[src/rtl/scan_pkg.sv]
`timescale 1ns/1ps
package scan_pkg;
  typedef enum logic [3:0] {
    ST_RESET, ST_IDLE,
    ST_SEL_DR, ST_CAP_DR, ST_SHIFT_DR, ST_EXIT1_DR, ST_PAUSE_DR, ST_EXIT2_DR, ST_UPD_DR,
    ST_SEL_IR, ST_CAP_IR, ST_SHIFT_IR, ST_EXIT1_IR, ST_PAUSE_IR, ST_EXIT2_IR, ST_UPD_IR
  } tap_state_e;

  localparam int IR_W = 2;

  typedef enum logic [IR_W-1:0] {
    OP_EXTEST = 2'b00,
    OP_SAMPLE = 2'b01,
    OP_SPARE  = 2'b10,
    OP_BYPASS = 2'b11
  } scan_op_e;

  localparam logic [IR_W-1:0] IR_CAPTURE = 2'b01;
endpackage

[src/rtl/scan_fsm.sv]
`timescale 1ns/1ps
module scan_fsm
  import scan_pkg::*;
(
  input  logic       tck,
  input  logic       rst_n,
  input  logic       mode_sel,
  output tap_state_e state
);
  tap_state_e nxt;

  always_comb begin
    nxt = state;
    unique case (state)
      ST_RESET:    nxt = mode_sel ? ST_RESET    : ST_IDLE;
      ST_IDLE:     nxt = mode_sel ? ST_SEL_DR   : ST_IDLE;
      ST_SEL_DR:   nxt = mode_sel ? ST_SEL_IR   : ST_CAP_DR;
      ST_CAP_DR:   nxt = mode_sel ? ST_EXIT1_DR : ST_SHIFT_DR;
      ST_SHIFT_DR: nxt = mode_sel ? ST_EXIT1_DR : ST_SHIFT_DR;
      ST_EXIT1_DR: nxt = mode_sel ? ST_UPD_DR   : ST_PAUSE_DR;
      ST_PAUSE_DR: nxt = mode_sel ? ST_EXIT2_DR : ST_PAUSE_DR;
      ST_EXIT2_DR: nxt = mode_sel ? ST_UPD_DR   : ST_SHIFT_DR;
      ST_UPD_DR:   nxt = mode_sel ? ST_SEL_DR   : ST_IDLE;
      ST_SEL_IR:   nxt = mode_sel ? ST_RESET    : ST_CAP_IR;
      ST_CAP_IR:   nxt = mode_sel ? ST_EXIT1_IR : ST_SHIFT_IR;
      ST_SHIFT_IR: nxt = mode_sel ? ST_EXIT1_IR : ST_SHIFT_IR;
      ST_EXIT1_IR: nxt = mode_sel ? ST_UPD_IR   : ST_PAUSE_IR;
      ST_PAUSE_IR: nxt = mode_sel ? ST_EXIT2_IR : ST_PAUSE_IR;
      ST_EXIT2_IR: nxt = mode_sel ? ST_UPD_IR   : ST_SHIFT_IR;
      ST_UPD_IR:   nxt = mode_sel ? ST_SEL_DR   : ST_IDLE;
      default:     nxt = ST_RESET;
    endcase
  end

  always_ff @(posedge tck or negedge rst_n) begin
    if (!rst_n) state <= ST_RESET;
    else        state <= nxt;
  end


  tlr_after_five_chk: assert property (@(posedge tck) disable iff (!rst_n)
    ($past(mode_sel,1) && $past(mode_sel,2) && $past(mode_sel,3) &&
     $past(mode_sel,4) && $past(mode_sel,5)) |-> state == ST_RESET);


  exit2_route_chk: assert property (@(posedge tck) disable iff (!rst_n)
    (state == ST_EXIT2_DR) |=> (state == ST_UPD_DR || state == ST_SHIFT_DR));


  upd_dr_route_chk: assert property (@(posedge tck) disable iff (!rst_n)
    (state == ST_UPD_DR && !mode_sel) |=> state == ST_IDLE);
endmodule

[src/rtl/scan_ir.sv]
`timescale 1ns/1ps
module scan_ir
  import scan_pkg::*;
(
  input  logic       tck,
  input  logic       rst_n,
  input  tap_state_e state,
  input  logic       ser_in,
  output logic       ir_tail,
  output scan_op_e   op
);
  logic [IR_W-1:0] ir_sh;

  always_ff @(posedge tck or negedge rst_n) begin
    if (!rst_n) ir_sh <= IR_CAPTURE;
    else if (state == ST_CAP_IR) ir_sh <= IR_CAPTURE;
    else if (state == ST_SHIFT_IR) ir_sh <= {ser_in, ir_sh[IR_W-1:1]};
  end

  assign ir_tail = ir_sh[0];

  always_ff @(negedge tck or negedge rst_n) begin
    if (!rst_n) op <= OP_BYPASS;
    else if (state == ST_RESET) op <= OP_BYPASS;
    else if (state == ST_UPD_IR) begin
      unique case (ir_sh)
        2'b00:   op <= OP_EXTEST;
        2'b01:   op <= OP_SAMPLE;
        default: op <= OP_BYPASS;
      endcase
    end
  end


  ir_capture_chk: assert property (@(posedge tck) disable iff (!rst_n)
    (state == ST_CAP_IR) |=> ir_sh == IR_CAPTURE);


  op_stable_chk: assert property (@(posedge tck) disable iff (!rst_n)
    (state != ST_UPD_IR && state != ST_RESET) |-> $stable(op));


  op_no_spare_chk: assert property (@(posedge tck) disable iff (!rst_n)
    op != OP_SPARE);
endmodule

[src/rtl/scan_dr.sv]
`timescale 1ns/1ps
module scan_dr
  import scan_pkg::*;
#(
  parameter int BSR_W = 8
) (
  input  logic             tck,
  input  logic             rst_n,
  input  tap_state_e       state,
  input  scan_op_e         op,
  input  logic             ser_in,
  input  logic [BSR_W-1:0] pin_in,
  output logic             dr_tail,
  output logic [BSR_W-1:0] hold_q
);
  logic             byp;
  logic [BSR_W-1:0] bsr;
  logic             use_byp;

  assign use_byp = (op == OP_BYPASS) || (op == OP_SPARE);

  always_ff @(posedge tck or negedge rst_n) begin
    if (!rst_n) byp <= 1'b0;
    else if (use_byp) begin
      if (state == ST_CAP_DR)        byp <= 1'b0;
      else if (state == ST_SHIFT_DR) byp <= ser_in;
    end
  end

  generate
    if (BSR_W > 1) begin : g_multi
      always_ff @(posedge tck or negedge rst_n) begin
        if (!rst_n) bsr <= '0;
        else if (!use_byp) begin
          if (state == ST_CAP_DR)        bsr <= pin_in;
          else if (state == ST_SHIFT_DR) bsr <= {ser_in, bsr[BSR_W-1:1]};
        end
      end
    end else begin : g_single
      always_ff @(posedge tck or negedge rst_n) begin
        if (!rst_n) bsr <= '0;
        else if (!use_byp) begin
          if (state == ST_CAP_DR)        bsr <= pin_in;
          else if (state == ST_SHIFT_DR) bsr <= ser_in;
        end
      end
    end
  endgenerate

  always_ff @(negedge tck or negedge rst_n) begin
    if (!rst_n) hold_q <= '0;
    else if (state == ST_UPD_DR) hold_q <= bsr;
  end

  assign dr_tail = use_byp ? byp : bsr[0];


  byp_capture_chk: assert property (@(posedge tck) disable iff (!rst_n)
    (state == ST_CAP_DR && use_byp) |=> byp == 1'b0);


  hold_stable_chk: assert property (@(posedge tck) disable iff (!rst_n)
    (state != ST_UPD_DR) |-> $stable(hold_q));


  bsr_capture_chk: assert property (@(posedge tck) disable iff (!rst_n)
    (state == ST_CAP_DR && !use_byp) |=> bsr == $past(pin_in));
endmodule

[src/rtl/scan_port.sv]
`timescale 1ns/1ps
module scan_port
  import scan_pkg::*;
#(
  parameter int BSR_W = 8
) (
  input  logic             tck,
  input  logic             rst_n,
  input  logic             mode_sel,
  input  logic             ser_in,
  output logic             ser_out,
  output logic             ser_oe,
  input  logic [BSR_W-1:0] pin_in,
  input  logic [BSR_W-1:0] core_in,
  output logic [BSR_W-1:0] pin_out
);
  tap_state_e       state;
  scan_op_e         op;
  logic             ir_tail;
  logic             dr_tail;
  logic [BSR_W-1:0] hold_q;

  scan_fsm u_fsm (
    .tck(tck), .rst_n(rst_n), .mode_sel(mode_sel), .state(state)
  );

  scan_ir u_ir (
    .tck(tck), .rst_n(rst_n), .state(state), .ser_in(ser_in),
    .ir_tail(ir_tail), .op(op)
  );

  scan_dr #(.BSR_W(BSR_W)) u_dr (
    .tck(tck), .rst_n(rst_n), .state(state), .op(op), .ser_in(ser_in),
    .pin_in(pin_in), .dr_tail(dr_tail), .hold_q(hold_q)
  );

  always_ff @(negedge tck or negedge rst_n) begin
    if (!rst_n) begin
      ser_out <= 1'b0;
      ser_oe  <= 1'b0;
    end else begin
      ser_oe <= (state == ST_SHIFT_DR) || (state == ST_SHIFT_IR);
      if (state == ST_SHIFT_IR)      ser_out <= ir_tail;
      else if (state == ST_SHIFT_DR) ser_out <= dr_tail;
    end
  end

  generate
    for (genvar i = 0; i < BSR_W; i++) begin : g_pin
      assign pin_out[i] = (op == OP_EXTEST) ? hold_q[i] : core_in[i];
    end
  endgenerate


  oe_in_shift_chk: assert property (@(posedge tck) disable iff (!rst_n)
    ser_oe == (state == ST_SHIFT_DR || state == ST_SHIFT_IR));
endmodule

[config.mk]
export PLATFORM = sky130hd
export DESIGN_NAME = scan_port
export DESIGN_NICKNAME = d
export VERILOG_FILES = /design/src/rtl/scan_pkg.sv /design/src/rtl/scan_fsm.sv /design/src/rtl/scan_ir.sv /design/src/rtl/scan_dr.sv /design/src/rtl/scan_port.sv
export SDC_FILE = /design/constraint.sdc
export NUM_CORES = 1
export LEC_CHECK = 0
export ABC_CLOCK_PERIOD_IN_PS = 1800
export CORE_MARGIN = 2
export CORE_UTILIZATION = 53
export CTS_BUF_LIST = sky130_fd_sc_hd__clkbuf_4 sky130_fd_sc_hd__clkbuf_8
export CTS_CLUSTER_DIAMETER = 150
export CTS_CLUSTER_SIZE = 20
export DETAILED_ROUTE_END_ITERATION = 12
export PLACE_DENSITY_LB_ADDON = 0.05
export SLEW_MARGIN = 20
export SYNTH_ARGS = -nofsm -noshare
export SYNTH_HDL_FRONTEND = slang
export SYNTH_SLANG_ARGS = --single-unit
[constraint.sdc]
create_clock -name tck -period 1.8 [get_ports tck]
set_clock_uncertainty 0.1 [all_clocks]
set_input_delay 0.36 -clock tck [delete_from_list [all_inputs] [get_ports tck]]
set_output_delay 0.36 -clock tck [all_outputs]
set_load 0.005 [all_outputs]
==> impl_metrics.yaml, run 1 <==
clock_network:
  insertion_delay_ns: 0.40
  cts_tree: "done"
  cts.sinks: 27
  path_clk_slew_ns: 0.16
  cts-root-buf: "clkbuf_4"
  cts_buffers: 3
  htree_levels: 1
  cts.path.max_buffers: 2
floorplanning:
  core_sq_mm: 0.00276
  rows: 19
  die_area_sq_mm: 0.00336
  die_h_um: 58.0
  die_x_um: 58.0
  top_level_ports: 30
  start_util: 0.560
worst_setup_path:
  crit_type: "reg -> out"
  critical_path_required_ns: 1.34
  r2r_start: "u_ir.op[1]"
  worstSetupEndpointType: "output pin"
  crit_path_max_fanout: 4
  cp-start-kind: "flip-flop"
  timing.rr.end: "u_dr.bsr[3]"
  cp-endpoint: "pin_out[1]"
  critPathArrivalTime_ns: 2.47
  reg2reg_depth: 8
  crit_path_start: "u_ir.op[1]"
  r2r_slack_ns: -0.66
drt:
  drtIter0Drc: 53
  postRouteAntennaNets: 0
  drc_errors: 0
  viasPerCell: 6.01
  wl_mm: 4.85
  vias: 1467
  dr.pass1.iters: 5
  wl_per_cell_um: 19.9
hold_path:
  hp-class: "in -> async"
global_route:
  grt_pass1_vias: 1525
  antenna_found_initial: 0
  grt_overflow: 0
  grt_max_degree: 21
  grt_pass1_wl_mm: 7.41
  grt.total_usage: 0.299
power_and_ir_drop:
  combPwrFrac: 0.565
  powerDensity_mw_per_mm2: 1470
  switching_share: 0.387
  power.leakage_nw: 1.06
  seqPwrFrac: 0.309
  intPower_mw: 2.18
  ir_drop_mv: 1.49
  p_total_mw: 3.56
  p_sw_mw: 1.38
  p_clk_frac: 0.127
placement:
  pre_cts_slack_ns: -1.03
  gp_congestion: 0.814
  hpwl_mm: 2.60
  place_inst: 228
  port_buffers: 29
logic_synthesis:
  ys.flop_type: "dfrtp_1"
  synth_edf_count: 0
  syn_avg_cell_area_sq_um: 10.6
  syn-num-nets: 165
  ys_types: 41
  synthCells: 145
  yosysSeqAreaShare: 0.440
  synth_async_sr_flop_share: 1.00
  ys_ff_latch: 27
  ys_warn_count: 0
  syn_area_sq_mm: 0.00154
timing:
  hold_slack_ns: 0.205
  setup_viol_count_final: 31
  hold_violations: 0
  rsz0062_at_grt: "true"
  slew_violations: 0
  worst_pin_slew_ns: 0.430
  max_slew_margin: 0.713
  worst_slack_ns: -1.13
layout:
  nNetsFinal: 234
  multiInputGateArea_sq_um: 897
  area_growth_pct: 56.6
  seq_area_sq_um: 682
  diodes: 0
  fillers: 140
  drive_gt1_frac: 0.488
  layoutNonFillerInstCount: 244
outcome:
  violations: "setup timing"
  status: "finished, violations left"
run:
  cap_violations: 0
-- flip-flops by register name, indices dropped and copies added (netlist names) --
name         count
u_dr.hold_q      8
u_ir.op          2
u_dr.byp         1
u_dr.bsr         8
u_ir.ir_sh       2
ser_oe           1
u_fsm.state      4
ser_out          1
-- critical path, stage by stage (launching register included) --
cell     delay [ns]
dfstp_2        0.57
nor2_4         0.06
buf_6          0.13
mux2_4         0.29
buf_6          0.11
-- kinds of logic (layout without fill, tap and decap cells) --
family          after synthesis  count (layout)  synth area share
buf+inv                      13              81            0.0616
mux                          25              25             0.175
compound gates               31              31             0.129
simple gates                 48              48             0.189
flops                        27              27             0.440
xor+xnor                      1               1           0.00567
-- stage by stage --
| stage | setup TNS, ns | cell area, sq um | utilization |
|---|---|---|---|
| after floorplan | -13.07 | 1590 | - |
| after global placement | -18.83 | 2120 | 0.769 |
| after detailed placement | -19.84 | 2120 | 0.769 |
| after CTS | -20.44 | 2360 | 0.858 |
| after global routing | -22.87 | 2420 | 0.877 |
| final | -22.15 | 2420 | 0.877 |
-- area by class of cell --
| type | instances | area share |
|---|---|---|
| Clock buffer | 3 | 0.00932 |
| Clock inverter | 3 | 0.0155 |
| Multi-Input combinational cell | 105 | 0.371 |
| Sequential cell | 27 | 0.282 |
| Tap cell | 31 | 0.0160 |
| Timing Repair Buffer | 75 | 0.306 |
-- routing by layer --
metal	track usage	up-vias	part of all wire
met3	0.0424	25	0.053
li1	-	653	-
met4	0.140	0	0.037
met5	0	-	0
met2	0.513	67	0.51
met1	0.373	722	0.40
-- cells in the final DEF, fill, tap and decap left out, drive strengths merged, types with 3 or more instances in the layout --
cell and n:
buf 55, clkdlybuf4s50 19, nand2 16, mux2 16, o21ai 15, dfrtp 14, dfrtn 10, mux2i 9
nor2 7, a21oi 6, nor2b 5, nand2b 5, clkbuf 4, nand3 3, dfstp 3, nor3 3
-- synth_stat cells, types with 2 or more instances --
cell      instances  area share
clkbuf_1          2      0.0049
a21oi_1           6       0.019
buf_6             5       0.036
o21ai_1           6       0.019
dfstp_2           3       0.051
nand2_1          15       0.036
mux2i_1           9       0.058
nand3b_1          2      0.0097
nor3b_1           2      0.0097
nand2b_1          4       0.016
nor2_1            6       0.015
dfrtp_1          14        0.23
o21ai_0           6       0.019
mux2_2           16        0.12
o21ai_2           3       0.017
nand3_1           3      0.0097
a311oi_1          2       0.011
dfrtn_1          10        0.16
or2_2             2      0.0081
buf_2             4       0.013
nor2b_1           5       0.020
-- worst min path at each step --
stage | start | to | depth (start not counted)
6_report | rst_n | u_fsm.state[0] | 2
5_1_grt | rst_n | u_fsm.state[0] | 2
4_1_cts | rst_n | u_fsm.state[0] | 2
3_5_place_dp | u_dr.hold_q[6] | u_dr.hold_q[6] | 1
3_3_place_gp | u_dr.hold_q[2] | u_dr.hold_q[2] | 1
2_1_floorplan | rst_n | u_dr.bsr[0] | 0
-- repair_timing --
action | CTS | global route
gates resized for setup | 78 | 10
hold buffers | 0 | 0
endpoints found under the setup margin | 31 | 31
setup buffers | 9 | 3
gates cloned | 1 | 0
pin swaps | 11 | 5
-- power groups by stage --
stage,sequential (mW),combinational (mW),clock [mW]
final,1.10,2.01,0.450
after global routing,1.12,2.14,0.465
after CTS,1.07,1.84,0.438
after detailed placement,1.06,1.52,0.0104
after global placement,1.04,1.48,0.0104
after floorplan,1.01,1.07,0.0104
Note: power is estimated with default switching activity, not from simulation.
==> run 2, diff against run 1 <==
MAX_ROUTING_LAYER = met4   (was default)
==> impl_metrics.yaml, run 2 (synthesis results as in run 1) <==
placement:
  pre_cts_slack_ns: -1.03
  port_buffers: 29
  gp_congestion: 0.826
  hpwl_mm: 2.60
drt:
  drtIter0Drc: 51
  viasPerCell: 6.05
  drc_errors: 0
  vias: 1476
  wl_per_cell_um: 20.0
  dr.pass1.iters: 4
  wl_mm: 4.87
  postRouteAntennaNets: 0
worst_setup_path:
  crit_path_max_fanout: 4
  critical_path_required_ns: 1.34
  reg2reg_depth: 8
  crit_type: "reg -> out"
  r2r_start: "u_ir.op[1]"
  worstSetupEndpointType: "output pin"
  critPathArrivalTime_ns: 2.46
  crit_family: "flip-flops"
  worstPathCellList: "nor2_4 > buf_6 > mux2_4 > buf_6"
  worst-path-buf-inv: 2
  worst_path_most_repeated_cell: "buf_6"
  cp_slowest_cell: "dfstp_2"
  r2r_slack_ns: -0.64
  timing.rr.end: "u_dr.bsr[5]"
  cp-start-kind: "flip-flop"
  cpPeakStageDelay_ns: 0.57
global_route:
  grt_overflow: 0
  grt_pass1_vias: 1524
  grt_pass1_wl_mm: 7.43
  antenna_found_initial: 0
  grt_max_degree: 21
  grt.total_usage: 0.308
clock_network:
  holdBufCountCts: 0
  cts.sinks: 27
  cts_tree: "done"
  insertion_delay_ns: 0.40
  path_clk_slew_ns: 0.16
  htree_levels: 1
  cts.path.max_buffers: 2
  cts_buffers: 3
  cts-root-buf: "clkbuf_4"
layout:
  drive_gt1_frac: 0.488
  fillers: 140
  diodes: 0
  largest_registers: "u_dr.bsr x8, u_dr.hold_q x8, u_fsm.state x4"
  final_cell_mix: "buf_4, clkdlybuf4s50_1, buf_6, dfrtp_1, nand2_1"
  area_growth_pct: 56.6
  nNetsFinal: 234
  final_common_cell: "buf_4"
floorplanning:
  die_x_um: 58.0
  core_sq_mm: 0.00276
  die_h_um: 58.0
  top_level_ports: 30
  rows: 19
  die_area_sq_mm: 0.00336
  start_util: 0.560
timing:
  setup_viol_count_final: 31
  hold_slack_ns: 0.212
  worst_slack_ns: -1.12
  rsz0062_at_grt: "true"
  slew_violations: 0
  hold_violations: 0
  max_slew_margin: 0.709
  worst_pin_slew_ns: 0.435
outcome:
  status: "finished, violations left"
  violations: "setup timing"
hold_path:
  hp-class: "in -> async"
power_and_ir_drop:
  power.leakage_nw: 1.06
  powerDensity_mw_per_mm2: 1470
  ir_drop_mv: 1.48
run:
  cap_violations: 0
## run 2: what timing repair did
item	CTS	global route
pin swaps	11	5
setup endpoints to repair	31	31
buffers inserted	9	3
gates resized for setup	78	10
cloned	1	0
## run 2: metal layers
| metal | vias to the layer above | wire length (um) | track usage |
|---|---|---|---|
| met2 | 76 | 2440 | 0.515 |
| met3 | 26 | 252 | 0.0424 |
| met1 | 720 | 1990 | 0.372 |
| met5 | - | 0 | - |
| li1 | 654 | - | - |
| met4 | 0 | 187 | 0.140 |
## run 2: area by class of cell
type | instances | area [sq um] | area share
repair buffers | 75 | 739 | 0.306
clock buffers | 3 | 22.5 | 0.00932
multi-input cells | 105 | 897 | 0.371
flip-flops and latches | 27 | 682 | 0.282
clock inverters | 3 | 37.5 | 0.0155
well taps | 31 | 38.8 | 0.0160
## run 2: power by group
| group | total (mW) | switching (mW) | internal [mW] | leakage, nW |
|---|---|---|---|---|
| Sequential | 1.09 | 0.210 | 0.885 | 0.292 |
| Clock | 0.445 | 0.213 | 0.231 | 0.0386 |
| Combinational | 2.01 | 0.947 | 1.06 | 0.729 |
## run 2: worst max-delay path by stage
stage / from / end / slack (ns) / depth (start not counted)
after floorplan: u_ir.op[1] / pin_out[0] / -0.56 / 3
after global placement: u_ir.op[0] / pin_out[1] / -1.00 / 4
after detailed placement: u_ir.op[0] / pin_out[1] / -1.03 / 4
after CTS: u_ir.op[1] / pin_out[1] / -1.10 / 4
after global routing: u_ir.op[0] / pin_out[1] / -1.14 / 4
final: u_ir.op[0] / pin_out[1] / -1.12 / 4
## run 2: worst register-to-register path, delay by kind of cell, from the launching register on
family / cells / cell delay, ns
flip-flops: 1 / 0.56
buffers and inverters: 4 / 0.51
AO/OA/AOI/OAI: 2 / 0.16
AND/OR/NAND/NOR: 2 / 0.10
## run 2: metrics by stage
step	util	power, mW	area (sq um)	instances	setup TNS [ns]
5_1_grt	0.877	3.72	2420	244	-22.87
3_3_place_gp	0.769	2.53	2120	228	-18.83
4_1_cts	0.858	3.35	2360	242	-20.44
2_1_floorplan	-	2.09	1590	145	-13.07
6_report	0.877	3.55	2420	244	-21.92
3_5_place_dp	0.769	2.60	2120	228	-19.84
==> run 3, diff against run 2 <==
--- a/config.mk
+++ b/config.mk
@@ -16,2 +16,3 @@
 export PLACE_DENSITY_LB_ADDON = 0.05
+export SETUP_SLACK_MARGIN = 0.02
 export SLEW_MARGIN = 20
@@ -20 +21,2 @@
 export SYNTH_SLANG_ARGS = --single-unit
+export TNS_END_PERCENT = 30
--- a/constraint.sdc
+++ b/constraint.sdc
@@ -4,2 +4,2 @@
 set_output_delay 0.36 -clock tck [all_outputs]
-set_load 0.005 [all_outputs]
+set_load 0.1 [all_outputs]
==> impl_metrics.yaml, run 3 (synthesis results as in run 1) <==
hold_path:
  hp-class: "reg -> reg"
  hold_depth: 1
  hp-start: "u_dr.hold_q[1]"
  min_to: "u_dr.hold_q[1]"
worst_setup_path:
  crit_path_max_fanout: 8
  reg2reg_depth: 4
  critical_path_required_ns: 1.34
  worstSetupEndpointType: "output pin"
  r2r_start: "u_fsm.state[3]"
  timing.rr.end: "u_dr.hold_q[4]"
  cp-start-kind: "flip-flop"
  r2r_slack_ns: -0.69
  critPathArrivalTime_ns: 2.54
  crit_type: "reg -> out"
power_and_ir_drop:
  powerDensity_mw_per_mm2: 1480
  combPwrFrac: 0.546
  intPower_mw: 2.01
  switching_share: 0.409
  p_sw_mw: 1.39
  seqPwrFrac: 0.327
  power.leakage_nw: 0.985
  p_total_mw: 3.40
  ir_drop_mv: 1.50
  p_clk_frac: 0.127
clock_network:
  cts.sinks: 27
  cts_tree: "done"
  holdBufCountCts: 0
  path_clk_slew_ns: 0.09
  htree_levels: 1
  cts_buffers: 3
  insertion_delay_ns: 0.40
  cts.path.max_buffers: 2
  cts-root-buf: "clkbuf_4"
placement:
  hpwl_mm: 2.77
  port_buffers: 29
  gp_congestion: 0.781
  place_inst: 224
  pre_cts_slack_ns: -0.780
  placed_cell_area_sq_mm: 0.00220
run:
  cap_violations: 0
layout:
  final_cell_mix: "buf_4, clkdlybuf4s50_1, buf_12, dfrtp_1, nand2_1"
  final_common_cell: "buf_4"
  drive_gt1_frac: 0.407
  design_area_sq_mm: 0.00229
  largest_registers: "u_dr.bsr x8, u_dr.hold_q x8, u_fsm.state x4"
  diodes: 0
  layoutNonFillerInstCount: 230
  nNetsFinal: 220
  final_core_util: 0.832
  area_growth_pct: 48.5
  fillers: 160
timing:
  slew_violations: 0
  hold_violations: 0
  max_slew_margin: 0.738
  worst_slack_ns: -1.20
  worst_pin_slew_ns: 0.388
  setup_viol_count_final: 31
  rsz0062_at_grt: "true"
floorplanning:
  die_area_sq_mm: 0.00336
  rows: 19
  top_level_ports: 30
  start_util: 0.560
  die_x_um: 58.0
  core_sq_mm: 0.00276
  die_h_um: 58.0
outcome:
  violations: "setup timing"
  status: "finished, violations left"
drt:
  wl_mm: 3.80
  dr.pass1.iters: 4
  wl_per_cell_um: 16.5
  vias: 1315
  postRouteAntennaNets: 0
  drc_errors: 0
  viasPerCell: 5.72
  drtIter0Drc: 30
global_route:
  grt_overflow: 0
  grt.total_usage: 0.240
  grt_pass1_vias: 1270
  antenna_found_initial: 0
  grt_pass1_wl_mm: 5.87
  grt_max_degree: 22
## run 3: worst max-delay path: stages (launching register included)
cell	delay, ns
dfstp_2	0.56
nor2_4	0.05
buf_12	0.14
mux2_4	0.31
buf_12	0.17
## run 3: through the flow
stage	TNS, ns	hold WS (ns)
6_report	-21.85	0.360
5_1_grt	-23.14	0.379
4_1_cts	-21.82	0.362
3_5_place_dp	-18.18	0.360
3_3_place_gp	-17.13	0.352
2_1_floorplan	-15.72	-0.0356
## run 3: cell type report
type	instances	area, sq um	area share
well taps	31	38.8	0.0169
clock inverters	3	37.5	0.0164
clock buffers	3	22.5	0.00982
flip-flops and latches	27	679	0.296
multi-input cells	105	827	0.361
repair buffers	61	688	0.300
## run 3: power by group through the flow
stage,Clock [mW],Combinational [mW],Sequential [mW]
2_1_floorplan,0.0104,1.10,1.17
3_3_place_gp,0.0104,1.73,1.08
3_5_place_dp,0.0104,1.80,1.11
4_1_cts,0.434,1.81,1.10
5_1_grt,0.461,2.00,1.13
6_report,0.432,1.86,1.11
## run 3: worst max path at each step
stage               slack (ns)  depth (start not counted)  startpoint    endpoint
floorplan                -0.73                          3  u_ir.op[1]  pin_out[0]
global placement         -0.75                          3  u_ir.op[0]  pin_out[0]
detailed placement       -0.78                          3  u_ir.op[0]  pin_out[1]
CTS                      -1.19                          3  u_ir.op[1]  pin_out[1]
global route             -1.23                          4  u_ir.op[1]  pin_out[1]
finish                   -1.20                          4  u_ir.op[0]  pin_out[1]
## run 3: what timing repair did
item,in CTS,in global routing
setup endpoints to repair,31,31
gates resized for setup,1,6
setup buffers,0,1
pin swaps,1,1
## run 3: metal layers
layer / share of wire / GRT usage / vias up / wire length (um)
met1: 0.40 / 0.291 / 649 / 1520
met3: 0.045 / 0.0268 / 7 / 172
li1: - / - / 625 / -
met4: 0.014 / 0.0797 / 0 / 53
met2: 0.54 / 0.417 / 34 / 2060
met5: 0 / - / - / 0
